## config.mk

```make
export PLATFORM = sky130hd
export DESIGN_NAME = wdg_windowed_watchdog
export DESIGN_NICKNAME = d
export VERILOG_FILES = /design/src/rtl/wdg_pkg.sv /design/src/rtl/wdg_prescaler.sv /design/src/rtl/wdg_period_ctr.sv /design/src/rtl/wdg_key_seq.sv /design/src/rtl/wdg_windowed_watchdog.sv
export SDC_FILE = /design/constraint.sdc
export NUM_CORES = 1
export LEC_CHECK = 0
export BUFFER_PORTS_ARGS = -buffer_cell sky130_fd_sc_hd__buf_2
export CAP_MARGIN = 20
export CORE_AREA = 2 2 70 72
export DETAILED_ROUTE_END_ITERATION = 10
export DIE_AREA = 0 0 72 74
export PLACE_DENSITY = 0.93
export SLEW_MARGIN = 20
export SYNTH_ARGS = -nofsm -noshare
export SYNTH_HDL_FRONTEND = slang
export SYNTH_SLANG_ARGS = --single-unit
```

## constraint.sdc

```tcl
create_clock -name clk -period 10.15 [get_ports clk]
set_input_delay 1.5225 -clock clk [delete_from_list [all_inputs] [get_ports clk]]
set_output_delay 1.5225 -clock clk [all_outputs]
set_load 0.005 [all_outputs]
```

## src/rtl/wdg_pkg.sv

```systemverilog
package wdg_pkg;

  localparam int unsigned RATE_W = 3;
  localparam int unsigned NUM_RATES = 1 << RATE_W;

  localparam logic ADDR_CTRL = 1'b0;
  localparam logic ADDR_KEY  = 1'b1;

  localparam logic [7:0] KEY_FIRST  = 8'h55;
  localparam logic [7:0] KEY_SECOND = 8'hAA;

  typedef struct packed {
    logic              win_en;
    logic [RATE_W-1:0] rate;
  } wdg_ctrl_t;

  function automatic int unsigned period_log2(input int unsigned base_exp,
                                              input int unsigned step_exp,
                                              input int unsigned rate);
    return base_exp + step_exp * rate;
  endfunction

endpackage

```

## src/rtl/wdg_prescaler.sv

```systemverilog
module wdg_prescaler #(
  parameter int unsigned DIV = 16
) (
  input  logic clk,
  input  logic rst_n,
  output logic tick_o
);

  generate
    if (DIV <= 1) begin : g_bypass
      assign tick_o = 1'b1;
    end else begin : g_div
      localparam int unsigned PW = $clog2(DIV);
      localparam logic [PW-1:0] LAST = PW'(DIV - 1);

      logic [PW-1:0] pre_q, pre_d;
      logic          wrap;

      assign wrap = (pre_q == LAST);

      always_comb begin
        pre_d = wrap ? '0 : pre_q + 1'b1;
      end

      always_ff @(posedge clk or negedge rst_n) begin
        if (!rst_n) pre_q <= '0;
        else        pre_q <= pre_d;
      end

      assign tick_o = wrap;

      p_tick_spacing_r7: assert property (@(posedge clk) disable iff (!rst_n)
        tick_o |=> !tick_o);
    end
  endgenerate

endmodule

```

## src/rtl/wdg_period_ctr.sv

```systemverilog
module wdg_period_ctr
  import wdg_pkg::*;
#(
  parameter int unsigned BASE_EXP = 8,
  parameter int unsigned STEP_EXP = 2,
  localparam int unsigned CW = BASE_EXP + STEP_EXP * (NUM_RATES - 1)
) (
  input  logic              clk,
  input  logic              rst_n,
  input  logic              en_i,
  input  logic              tick_i,
  input  logic              clr_i,
  input  logic [RATE_W-1:0] rate_i,
  output logic [CW-1:0]     cnt_o,
  output logic              expire_o,
  output logic              win_open_o
);

  logic [CW:0]   len_tab [NUM_RATES];
  logic [CW:0]   len, last, thr;
  logic [CW-1:0] cnt_q, cnt_d;

  for (genvar g = 0; g < NUM_RATES; g++) begin : g_len
    assign len_tab[g] = (CW+1)'(1) << period_log2(BASE_EXP, STEP_EXP, g);
  end

  assign len  = len_tab[rate_i];
  assign last = len - 1'b1;
  assign thr  = len - (len >> 2);

  assign expire_o   = en_i && tick_i && ({1'b0, cnt_q} == last);
  assign win_open_o = ({1'b0, cnt_q} >= thr);
  assign cnt_o      = cnt_q;

  always_comb begin
    cnt_d = cnt_q;
    if (!en_i || clr_i)  cnt_d = '0;
    else if (expire_o)   cnt_d = '0;
    else if (tick_i)     cnt_d = cnt_q + 1'b1;
  end

  always_ff @(posedge clk or negedge rst_n) begin
    if (!rst_n) cnt_q <= '0;
    else        cnt_q <= cnt_d;
  end

  p_off_holds_zero_r2: assert property (@(posedge clk) disable iff (!rst_n)
    !en_i |=> (cnt_q == '0));

  p_cnt_below_len_r7: assert property (@(posedge clk) disable iff (!rst_n)
    en_i |-> ({1'b0, cnt_q} < len));

endmodule

```

## src/rtl/wdg_key_seq.sv

```systemverilog
module wdg_key_seq
  import wdg_pkg::*;
(
  input  logic       clk,
  input  logic       rst_n,
  input  logic       key_wr_i,
  input  logic [7:0] key_i,
  input  logic       win_en_i,
  input  logic       win_open_i,
  input  logic       clr_i,
  output logic       pending_o,
  output logic       service_o,
  output logic       key_fault_o
);

  logic pend_q, pend_d;
  logic is_first, is_second, in_win, arm_ok;

  assign is_first  = (key_i == KEY_FIRST);
  assign is_second = (key_i == KEY_SECOND);
  assign in_win    = !win_en_i || win_open_i;

  assign arm_ok      = key_wr_i && is_first && in_win;
  assign service_o   = key_wr_i && is_second && pend_q && in_win;
  assign key_fault_o = key_wr_i && !(arm_ok || service_o);
  assign pending_o   = pend_q;

  always_comb begin
    pend_d = pend_q;
    if (clr_i)          pend_d = 1'b0;
    else if (service_o) pend_d = 1'b0;
    else if (arm_ok)    pend_d = 1'b1;
  end

  always_ff @(posedge clk or negedge rst_n) begin
    if (!rst_n) pend_q <= 1'b0;
    else        pend_q <= pend_d;
  end

  p_pending_from_first_key_r5: assert property (@(posedge clk) disable iff (!rst_n)
    $rose(pend_q) |-> $past(key_wr_i && (key_i == KEY_FIRST)));

  p_second_without_first_r6: assert property (@(posedge clk) disable iff (!rst_n)
    (key_wr_i && is_second && !pend_q) |-> key_fault_o);

endmodule

```

## src/rtl/wdg_windowed_watchdog.sv

```systemverilog
module wdg_windowed_watchdog
  import wdg_pkg::*;
#(
  parameter int unsigned BASE_EXP = 8,
  parameter int unsigned STEP_EXP = 2,
  parameter int unsigned PRESCALE = 16
) (
  input  logic       clk,
  input  logic       rst_n,
  input  logic       wr_en_i,
  input  logic       wr_addr_i,
  input  logic [7:0] wr_data_i,
  input  logic       rd_addr_i,
  output logic [7:0] rd_data_o,
  output logic       wdog_rst_o
);

  localparam int unsigned CW = BASE_EXP + STEP_EXP * (NUM_RATES - 1);
  localparam int unsigned CTRL_W = $bits(wdg_ctrl_t);

  wdg_ctrl_t     ctrl_q, ctrl_d;
  logic          ctrl_wr, key_wr, enabled;
  logic          tick, expire, win_open;
  logic [CW-1:0] cnt;
  logic          pending, service, key_fault;
  logic          fault, clr_all;
  logic          req_q, req_d;

  // write decode
  assign ctrl_wr = wr_en_i && (wr_addr_i == ADDR_CTRL);
  assign enabled = (ctrl_q.rate != '0);
  assign key_wr  = wr_en_i && (wr_addr_i == ADDR_KEY) && enabled;

  // control register
  always_comb begin
    ctrl_d = ctrl_q;
    if (ctrl_wr) ctrl_d = wdg_ctrl_t'(wr_data_i[CTRL_W-1:0]);
  end

  always_ff @(posedge clk or negedge rst_n) begin
    if (!rst_n) ctrl_q <= '0;
    else        ctrl_q <= ctrl_d;
  end

  // read port: key register always reads zero
  assign rd_data_o = (rd_addr_i == ADDR_KEY) ? 8'h00
                                             : {{(8-CTRL_W){1'b0}}, ctrl_q};

  wdg_prescaler #(
    .DIV (PRESCALE)
  ) u_pre (
    .clk    (clk),
    .rst_n  (rst_n),
    .tick_o (tick)
  );

  wdg_period_ctr #(
    .BASE_EXP (BASE_EXP),
    .STEP_EXP (STEP_EXP)
  ) u_ctr (
    .clk        (clk),
    .rst_n      (rst_n),
    .en_i       (enabled),
    .tick_i     (tick),
    .clr_i      (clr_all),
    .rate_i     (ctrl_q.rate),
    .cnt_o      (cnt),
    .expire_o   (expire),
    .win_open_o (win_open)
  );

  wdg_key_seq u_key (
    .clk         (clk),
    .rst_n       (rst_n),
    .key_wr_i    (key_wr),
    .key_i       (wr_data_i),
    .win_en_i    (ctrl_q.win_en),
    .win_open_i  (win_open),
    .clr_i       (clr_all),
    .pending_o   (pending),
    .service_o   (service),
    .key_fault_o (key_fault)
  );

  // fault arbitration: a valid service beats the expiring tick; a control
  // write restarts the period instead of faulting
  assign fault   = !ctrl_wr && (key_fault || (expire && !service));
  assign clr_all = fault || service || ctrl_wr;

  always_comb begin
    req_d = fault;
  end

  always_ff @(posedge clk or negedge rst_n) begin
    if (!rst_n) req_q <= 1'b0;
    else        req_q <= req_d;
  end

  assign wdog_rst_o = req_q;

  p_bad_key_r3: assert property (@(posedge clk) disable iff (!rst_n)
    (wr_en_i && (wr_addr_i == ADDR_KEY) && (ctrl_q.rate != '0) &&
     (wr_data_i != KEY_FIRST) && (wr_data_i != KEY_SECOND)) |=> wdog_rst_o);

  p_window_early_r8: assert property (@(posedge clk) disable iff (!rst_n)
    (key_wr && ctrl_q.win_en && !win_open) |=> wdog_rst_o);

  p_disabled_quiet_r2: assert property (@(posedge clk) disable iff (!rst_n)
    (ctrl_q.rate == '0) |=> !wdog_rst_o);

  p_clear_after_fault_r9: assert property (@(posedge clk) disable iff (!rst_n)
    wdog_rst_o |-> ((cnt == '0) && !pending));

  p_restart_r4: assert property (@(posedge clk) disable iff (!rst_n)
    service |=> ((cnt == '0) && !pending && !wdog_rst_o));

  p_ctrl_fresh_r10: assert property (@(posedge clk) disable iff (!rst_n)
    ctrl_wr |=> ((cnt == '0) && !pending && !wdog_rst_o));

  p_service_beats_expiry_r11: assert property (@(posedge clk) disable iff (!rst_n)
    (expire && service) |=> !wdog_rst_o);

endmodule

```

==> metrics.md, run 1 <==
| Metric | Value |
|---|---|
| Status | `completed` |
| Final nets | `384` |
| Post-synth EDFFs | `0` |
| Initial antenna violation count | `0` |
| Post-synth top area share | `28.2%` |
| Synthesized area per cell | `8.79 um2` |
| DP Wirelength | `4880 um` |
| Cts repair resizes | `0` |
| Synthesis warning total | `0` |
| Layout cells sized above 1 | `12.7%` |
| Number of post-CTS setup repair buffers | `0` |
| Die area | `5330 um2` |
| Area of the multi-input gates | `1900 um2` |
| Cells after Synth | `323` |
| Worst R2R Path Depth | `15` |
| Final hold viol count | `0` |
| Max cap viols | `0` |
| CP arrival | `4.71 ns` |
| Worst setup endpoint | `u_ctr.cnt_o[18]` |
| Drt total wl | `6430 um` |
| Top post-synthesis cells by area | `dfrtp_1 28%, ha_1 15%, xnor2_1 7.4%` |
| Synthesis-stage register bit count | `32` |
| Grt total ovfl | `0` |
| WL/cell | `16.4 um` |
| Clk_skew | `0.0106 ns` |
| Finished Layout Cells | `392` |
| R2R Path Start | `ctrl_q[2]` |
| Max clock buf depth | `2` |
| FF/Latch Area | `801 um2` |
| Post-synthesis sequential area ratio | `28.2%` |
| Dpl ws | `5.75 ns` |
| Chip width | `72 um` |
| Die extent in y | `74 um` |
| Synth cell count leaders | `34 x ha_1, 32 x dfrtp_1, 32 x nor2_1` |
| CTS Sinks | `32` |
| First-pass GRT wire length | `10600 um` |
| Num CTS Buffers | `5` |
| Worst R2R Setup Slack | `5.64 ns` |
| Power Dens Cells | `141 nW/um2` |
| Fin Setup TNS | `0 ns` |
| # IOs | `22` |
| Worst hold path class | `reg2reg` |
| Netlist cell types | `60` |
| Ant. Diodes | `0` |
| # rows | `25` |
| Fmax | `0.222 GHz` |
| # DRC | `0` |
| Area leader, netlist | `dfrtp_1` |
| Area grow syn2layout | `7.85%` |
| Post-route ant nets | `0` |
| Setup ws final | `5.64 ns` |
| Fin area | `3060 um2` |
| Core box area | `4600 um2` |
| CTS tree | `yes` |
| Vias in the first global route | `2334` |
| Initial core utilization | `61.7%` |
| DRT Pass-1 Iters | `5` |
| Final core utilization | `66.6%` |
| Worst reg2reg endpoint | `u_ctr.cnt_o[18]` |
| Worst EP required | `10.35 ns` |
| Tmin final | `4.51 ns` |
| Total GRT Usage | `25.8%` |
| Post-cts hold buffer count | `0` |
| FFs w/ async S/R, synth | `100%` |
| Gp weighted congestion | `0.974` |
| Slew headroom | `47.1%` |
| Unrepaired setup endpoints after global routing | `false` |
| Final setup fails | `0` |
| Htree depth | `2` |
| DRT iter0 DRCs | `180` |
| Placed Area | `2930 um2` |
| Vias per cell | `6.23` |
| CP Max Fanout | `23` |
| Count leader, synth | `ha_1` |
| Worst vdd rail ir drop | `0.136 mV` |
| Cell Area, Synth | `2840 um2` |
| Clock slew at reported path FFs | `0.07 ns` |
| Max-slew violation count | `0` |
| Crit Path Category | `reg2reg` |
| Final Cycle Share | `44.5%` |
| Layout fillers | `359` |
| Via count | `2441` |
| Placed Instances | `384` |
| Startpoint types | `flip-flop` |
| Worst slew pin tran | `0.790 ns` |
| Largest net degree at the start of global routing | `33` |
| Clock Latency Late Sink | `0.29 ns` |
| Port buffer count | `17` |
| Crit path launch | `ctrl_q[2]` |
| CP Capture Type | `flip-flop` |
| Leakage | `0.00146 uW` |
| Most used DFF post-synth | `dfrtp_1` |
| Root Driver | `clkbuf_8` |
flip-flops by register name, summed over array words and instances (netlist names):
register           flops
u_ctr.cnt_o           22
ctrl_q                 4
u_pre.g_div.pre_q      4
u_key.pending_o        1
wdog_rst_o             1
worst max-delay path, stage by stage, from the launching register on:
cell and delay (ns):
dfrtp_1 0.55, or3b_2 0.59, ha_1 0.29, or2_2 0.37, a221oi_2 0.36, nor2_1 0.07, nor2_1 0.10, o21bai_1 0.10
xor2_1 0.15, ha_1 0.30, o2111ai_1 0.11, a21oi_1 0.18, nand4_1 0.12, o211a_1 0.26, a211o_1 0.56, nor3b_1 0.30
how the worst min path moves through the flow:
stage                                    start                   end  slack, ns  cells past startpoint
after CTS                 u_pre.g_div.pre_q[0]  u_pre.g_div.pre_q[0]       0.50                      1
final                     u_pre.g_div.pre_q[0]  u_pre.g_div.pre_q[0]       0.49                      1
after floorplan           u_pre.g_div.pre_q[0]  u_pre.g_div.pre_q[0]       0.46                      1
after global routing      u_pre.g_div.pre_q[0]  u_pre.g_div.pre_q[0]       0.53                      1
after global placement    u_pre.g_div.pre_q[0]  u_pre.g_div.pre_q[0]       0.47                      1
after detailed placement  u_pre.g_div.pre_q[0]  u_pre.g_div.pre_q[0]       0.49                      1
placed cells by master (no fill, tap or decap), drive strengths merged, types with 6 or more instances in the layout:
| cell | n |
|---|---|
| a21oi | 10 |
| and3 | 6 |
| buf | 17 |
| clkbuf | 7 |
| dfrtp | 32 |
| ha | 34 |
| inv | 20 |
| nand2 | 27 |
| nand3 | 12 |
| nand4 | 12 |
| nor2 | 32 |
| nor2b | 9 |
| nor3 | 6 |
| nor3b | 6 |
| xnor2 | 24 |
| xor2 | 11 |
logic make-up after synthesis:
| kind of cell | share of synthesized area [%] |
|---|---|
| flops | 28.2 |
| mux | 3.00 |
| other cells | 0.132 |
| compound gates | 10.2 |
| simple gates | 27.1 |
| fa+ha+maj | 15.0 |
| buf+inv | 5.60 |
| xor+xnor | 10.8 |
through the flow:
| step | total power [uW] | hold slack (ns) |
|---|---|---|
| finish | 431 | 0.492 |
| global route | 454 | 0.529 |
| CTS | 431 | 0.498 |
| detailed placement | 295 | 0.489 |
| global placement | 287 | 0.475 |
| floorplan | 259 | 0.455 |
layout make-up:
cell class                      instances  share of cell area [%]
Multi-Input combinational cell        260                    62.1
Clock buffer                            7                    3.15
Timing Repair Buffer                   17                    2.78
Clock inverter                          1                   0.981
Inverter                               21                    2.62
Tap cell                               54                    2.21
Sequential cell                        32                    26.2
layer usage:
| layer | up-vias | global-route usage (%) | share of wire [%] |
|---|---|---|---|
| li1 | 1159 | - | - |
| met1 | 1161 | 32.4 | 41 |
| met2 | 96 | 43.5 | 49 |
| met3 | 25 | 3.93 | 5.9 |
| met4 | 0 | 13.6 | 4.1 |
| met5 | - | 0 | 0 |
power breakdown:
part | switching, uW | leakage, uW | internal [uW]
sequential | 7.59 | 0.000432 | 131
clock | 47.2 | 0.0000645 | 86.6
combinational | 91.4 | 0.000961 | 67.1
Power figures use the tool's default switching activity.
==> inputs of run 2 (changes only) <==
CORE_AREA = 2 2 72 74   (was 2 2 70 72)
DIE_AREA = 0 0 74 76   (was 0 0 72 74)
PLACE_DENSITY = 0.89   (was 0.93)
clock period = 4.66 ns   (was 10.15 ns; I/O delays follow)
==> run 2 against run 1 <==
Via count shrank 1.7%; critical endpoint is now u_ctr.cnt_o[1]; final cell count increased by 5.1%; clock power up 99%; sequential share of layout area fell by 0.29 points; critical path type unchanged; sequential power rose by 110%; largest power group unchanged.
==> metrics.md, run 2 (synthesized netlist as in run 1, its figures left out) <==
| Metric | Value |
|---|---|
| Post-cts hold buffer count | `0 (unchanged)` |
| DRT Pass-1 Iters | `4 (-1)` |
| Drt total wl | `6540 um (+1.6%)` |
| Hold WS | `0.444 ns (-0.0481 ns)` |
| Worst hold path class | `in2async` |
| Ant. Diodes | `0 (unchanged)` |
| First-pass GRT wire length | `11100 um (+4.4%)` |
| Core box area | `4910 um2 (+6.8%)` |
| Number of post-CTS setup repair buffers | `0 (unchanged)` |
| CP arrival | `4.46 ns (-0.25 ns)` |
| Gp weighted congestion | `0.892 (-8.4%)` |
| Tmin final | `4.26 ns (-0.252 ns)` |
| Final hold viol count | `0 (unchanged)` |
| Status | `completed` |
| Fin Setup TNS | `0 ns (unchanged)` |
| Initial core utilization | `57.8% (-3.9 points)` |
| Vias per cell | `5.83 (-6.5%)` |
| Number of flip-flops under the largest register name | `22 (unchanged)` |
| Final core utilization | `63.0% (-3.6 points)` |
| Clock slew at reported path FFs | `0.08 ns (about the same)` |
| Worst EP required | `4.86 ns (-5.49 ns)` |
| Worst vdd rail ir drop | `0.305 mV (+120%)` |
| Largest net degree at the start of global routing | `33 (unchanged)` |
| Die extent in y | `76 um (+2.7%)` |
| Max-slew violation count | `0 (unchanged)` |
| # rows | `26 (+4.0%)` |
| Crit Path Category | `reg2reg` |
| Die area | `5620 um2 (+5.6%)` |
| Final nets | `388 (+1.0%)` |
| Worst slew pin tran | `0.774 ns (-0.0167 ns)` |
| CTS tree | `yes` |
| Clock Latency Late Sink | `0.30 ns (about the same)` |
| Grt total ovfl | `0 (unchanged)` |
| CTS Sinks | `32 (unchanged)` |
| # DRC | `0 (unchanged)` |
| Total GRT Usage | `25.4% (-0.45 points)` |
| Fmax | `0.235 GHz (+5.9%)` |
| CP Capture Type | `flip-flop` |
| FF/Latch Area | `801 um2 (unchanged)` |
| Num CTS Buffers | `5 (unchanged)` |
| Area of the multi-input gates | `1900 um2 (-0.26%)` |
| Leakage | `0.00147 uW (+0.48%)` |
| Final Cycle Share | `91.5% (+47 points)` |
| Commonest cells after routing, fill and taps aside | `34 x ha_1, 32 x nor2_1, 32 x dfrtp_1` |
| CP Max Fanout | `23 (unchanged)` |
| Max clock buf depth | `2 (unchanged)` |
| Root Driver | `clkbuf_8` |
| Layout cells sized above 1 | `14.0% (+1.3 points)` |
| DRT iter0 DRCs | `152 (-16%)` |
| # IOs | `22 (unchanged)` |
| Port buffer count | `17 (unchanged)` |
| Max cap viols | `0 (unchanged)` |
| DP Wirelength | `4980 um (+2.0%)` |
| Via count | `2400 (-1.7%)` |
| Power Dens Cells | `295 nW/um2 (+110%)` |
| Unrepaired setup endpoints after global routing | `false` |
| WL/cell | `15.9 um (-3.3%)` |
| Htree depth | `2 (unchanged)` |
| Final setup fails | `0 (unchanged)` |
| Initial antenna violation count | `0 (unchanged)` |
| Startpoint types | `flip-flop` |
| Most common cell after layout, fill and taps aside | `ha_1` |
| Vias in the first global route | `2428 (+4.0%)` |
| Slew headroom | `48.0% (+0.81 points)` |
| Area grow syn2layout | `9.04%` |
| Chip width | `74 um (+2.8%)` |
| Layout fillers | `414 (+15%)` |
| Clk_skew | `0.0113 ns (+0.000674 ns)` |
| Post-route ant nets | `0 (unchanged)` |
[run 2: cell count changes in the layout (fill, tap and decap cells not counted), sizes merged]
cell / before / now
buf: 17 / 21
clkbuf: 7 / 5
clkinv: 1 / 2
clkinvlp: 0 / 1
[run 2: metrics by stage]
| step | area [um2] | cells | power (uW) | worst slack (ns) |
|---|---|---|---|---|
| final | 3090 | 412 | 912 | 0.398 |
| after global routing | 3090 | 412 | 971 | 0.0132 |
| after floorplan | 2850 | 326 | 563 | 0.744 |
| after global placement | 2970 | 403 | 627 | 0.465 |
| after CTS | 3090 | 412 | 913 | 0.276 |
| after detailed placement | 2980 | 404 | 647 | 0.308 |
[run 2: layer usage]
layer  vias to the layer above  GRT usage [%]  part of all wire [%]
met2                        67           41.3                    51
met1                      1147           31.5                    41
met4                         0           15.3                   4.7
li1                       1158              -                     -
met5                         -              0                     0
met3                        28           3.04                   3.9
[run 2: what timing repair did]
action,in CTS,in global routing
resized for setup,0,1
hold endpoints to repair,0,0
endpoints found under the setup margin,0,4
[run 2: final cells by class]
class,instances,share of cell area [%]
inverter,21,2.59
multi-input combinational,260,61.3
sequential,32,25.9
clock buffer,5,2.22
clock inverter,3,1.37
tap,70,2.83
timing repair buffer,21,3.84
[run 2: path summary, 6_finish.rpt]
| check | startpoint | end | slack, ns | cells past startpoint |
|---|---|---|---|---|
| worst max register to register | ctrl_q[2] | u_ctr.cnt_o[1] | 0.40 | 15 |
| worst min register to register | u_pre.g_div.pre_q[0] | u_pre.g_div.pre_q[0] | 0.51 | 1 |
| worst min-delay path | rst_n | u_ctr.cnt_o[15] | 0.44 | 1 |
| min in group clk | u_pre.g_div.pre_q[0] | u_pre.g_div.pre_q[0] | 0.51 | 1 |
| max in group asynchronous | rst_n | u_ctr.cnt_o[14] | 3.77 | 1 |
| worst max-delay path | ctrl_q[2] | u_ctr.cnt_o[1] | 0.40 | 15 |
[run 2: where the power goes]
part           internal, uW  leakage, uW  switching (uW)  total [uW]
sequential              286     0.000432            7.64         293
combinational           150     0.000979             202         353
clock                   158    0.0000541             108         266
[run 2: critical path, stage by stage (launching register included)]
cell       delay, ns
dfrtp_1         0.46
or3b_2          0.55
ha_1            0.29
or2_2           0.36
a221oi_2        0.36
nor2_1          0.08
nor2_1          0.10
o21bai_1        0.10
xor2_1          0.16
ha_1            0.29
o2111ai_1       0.10
a21oi_1         0.18
nand4_1         0.11
o211a_1         0.25
a211o_2         0.50
nor3b_1         0.26
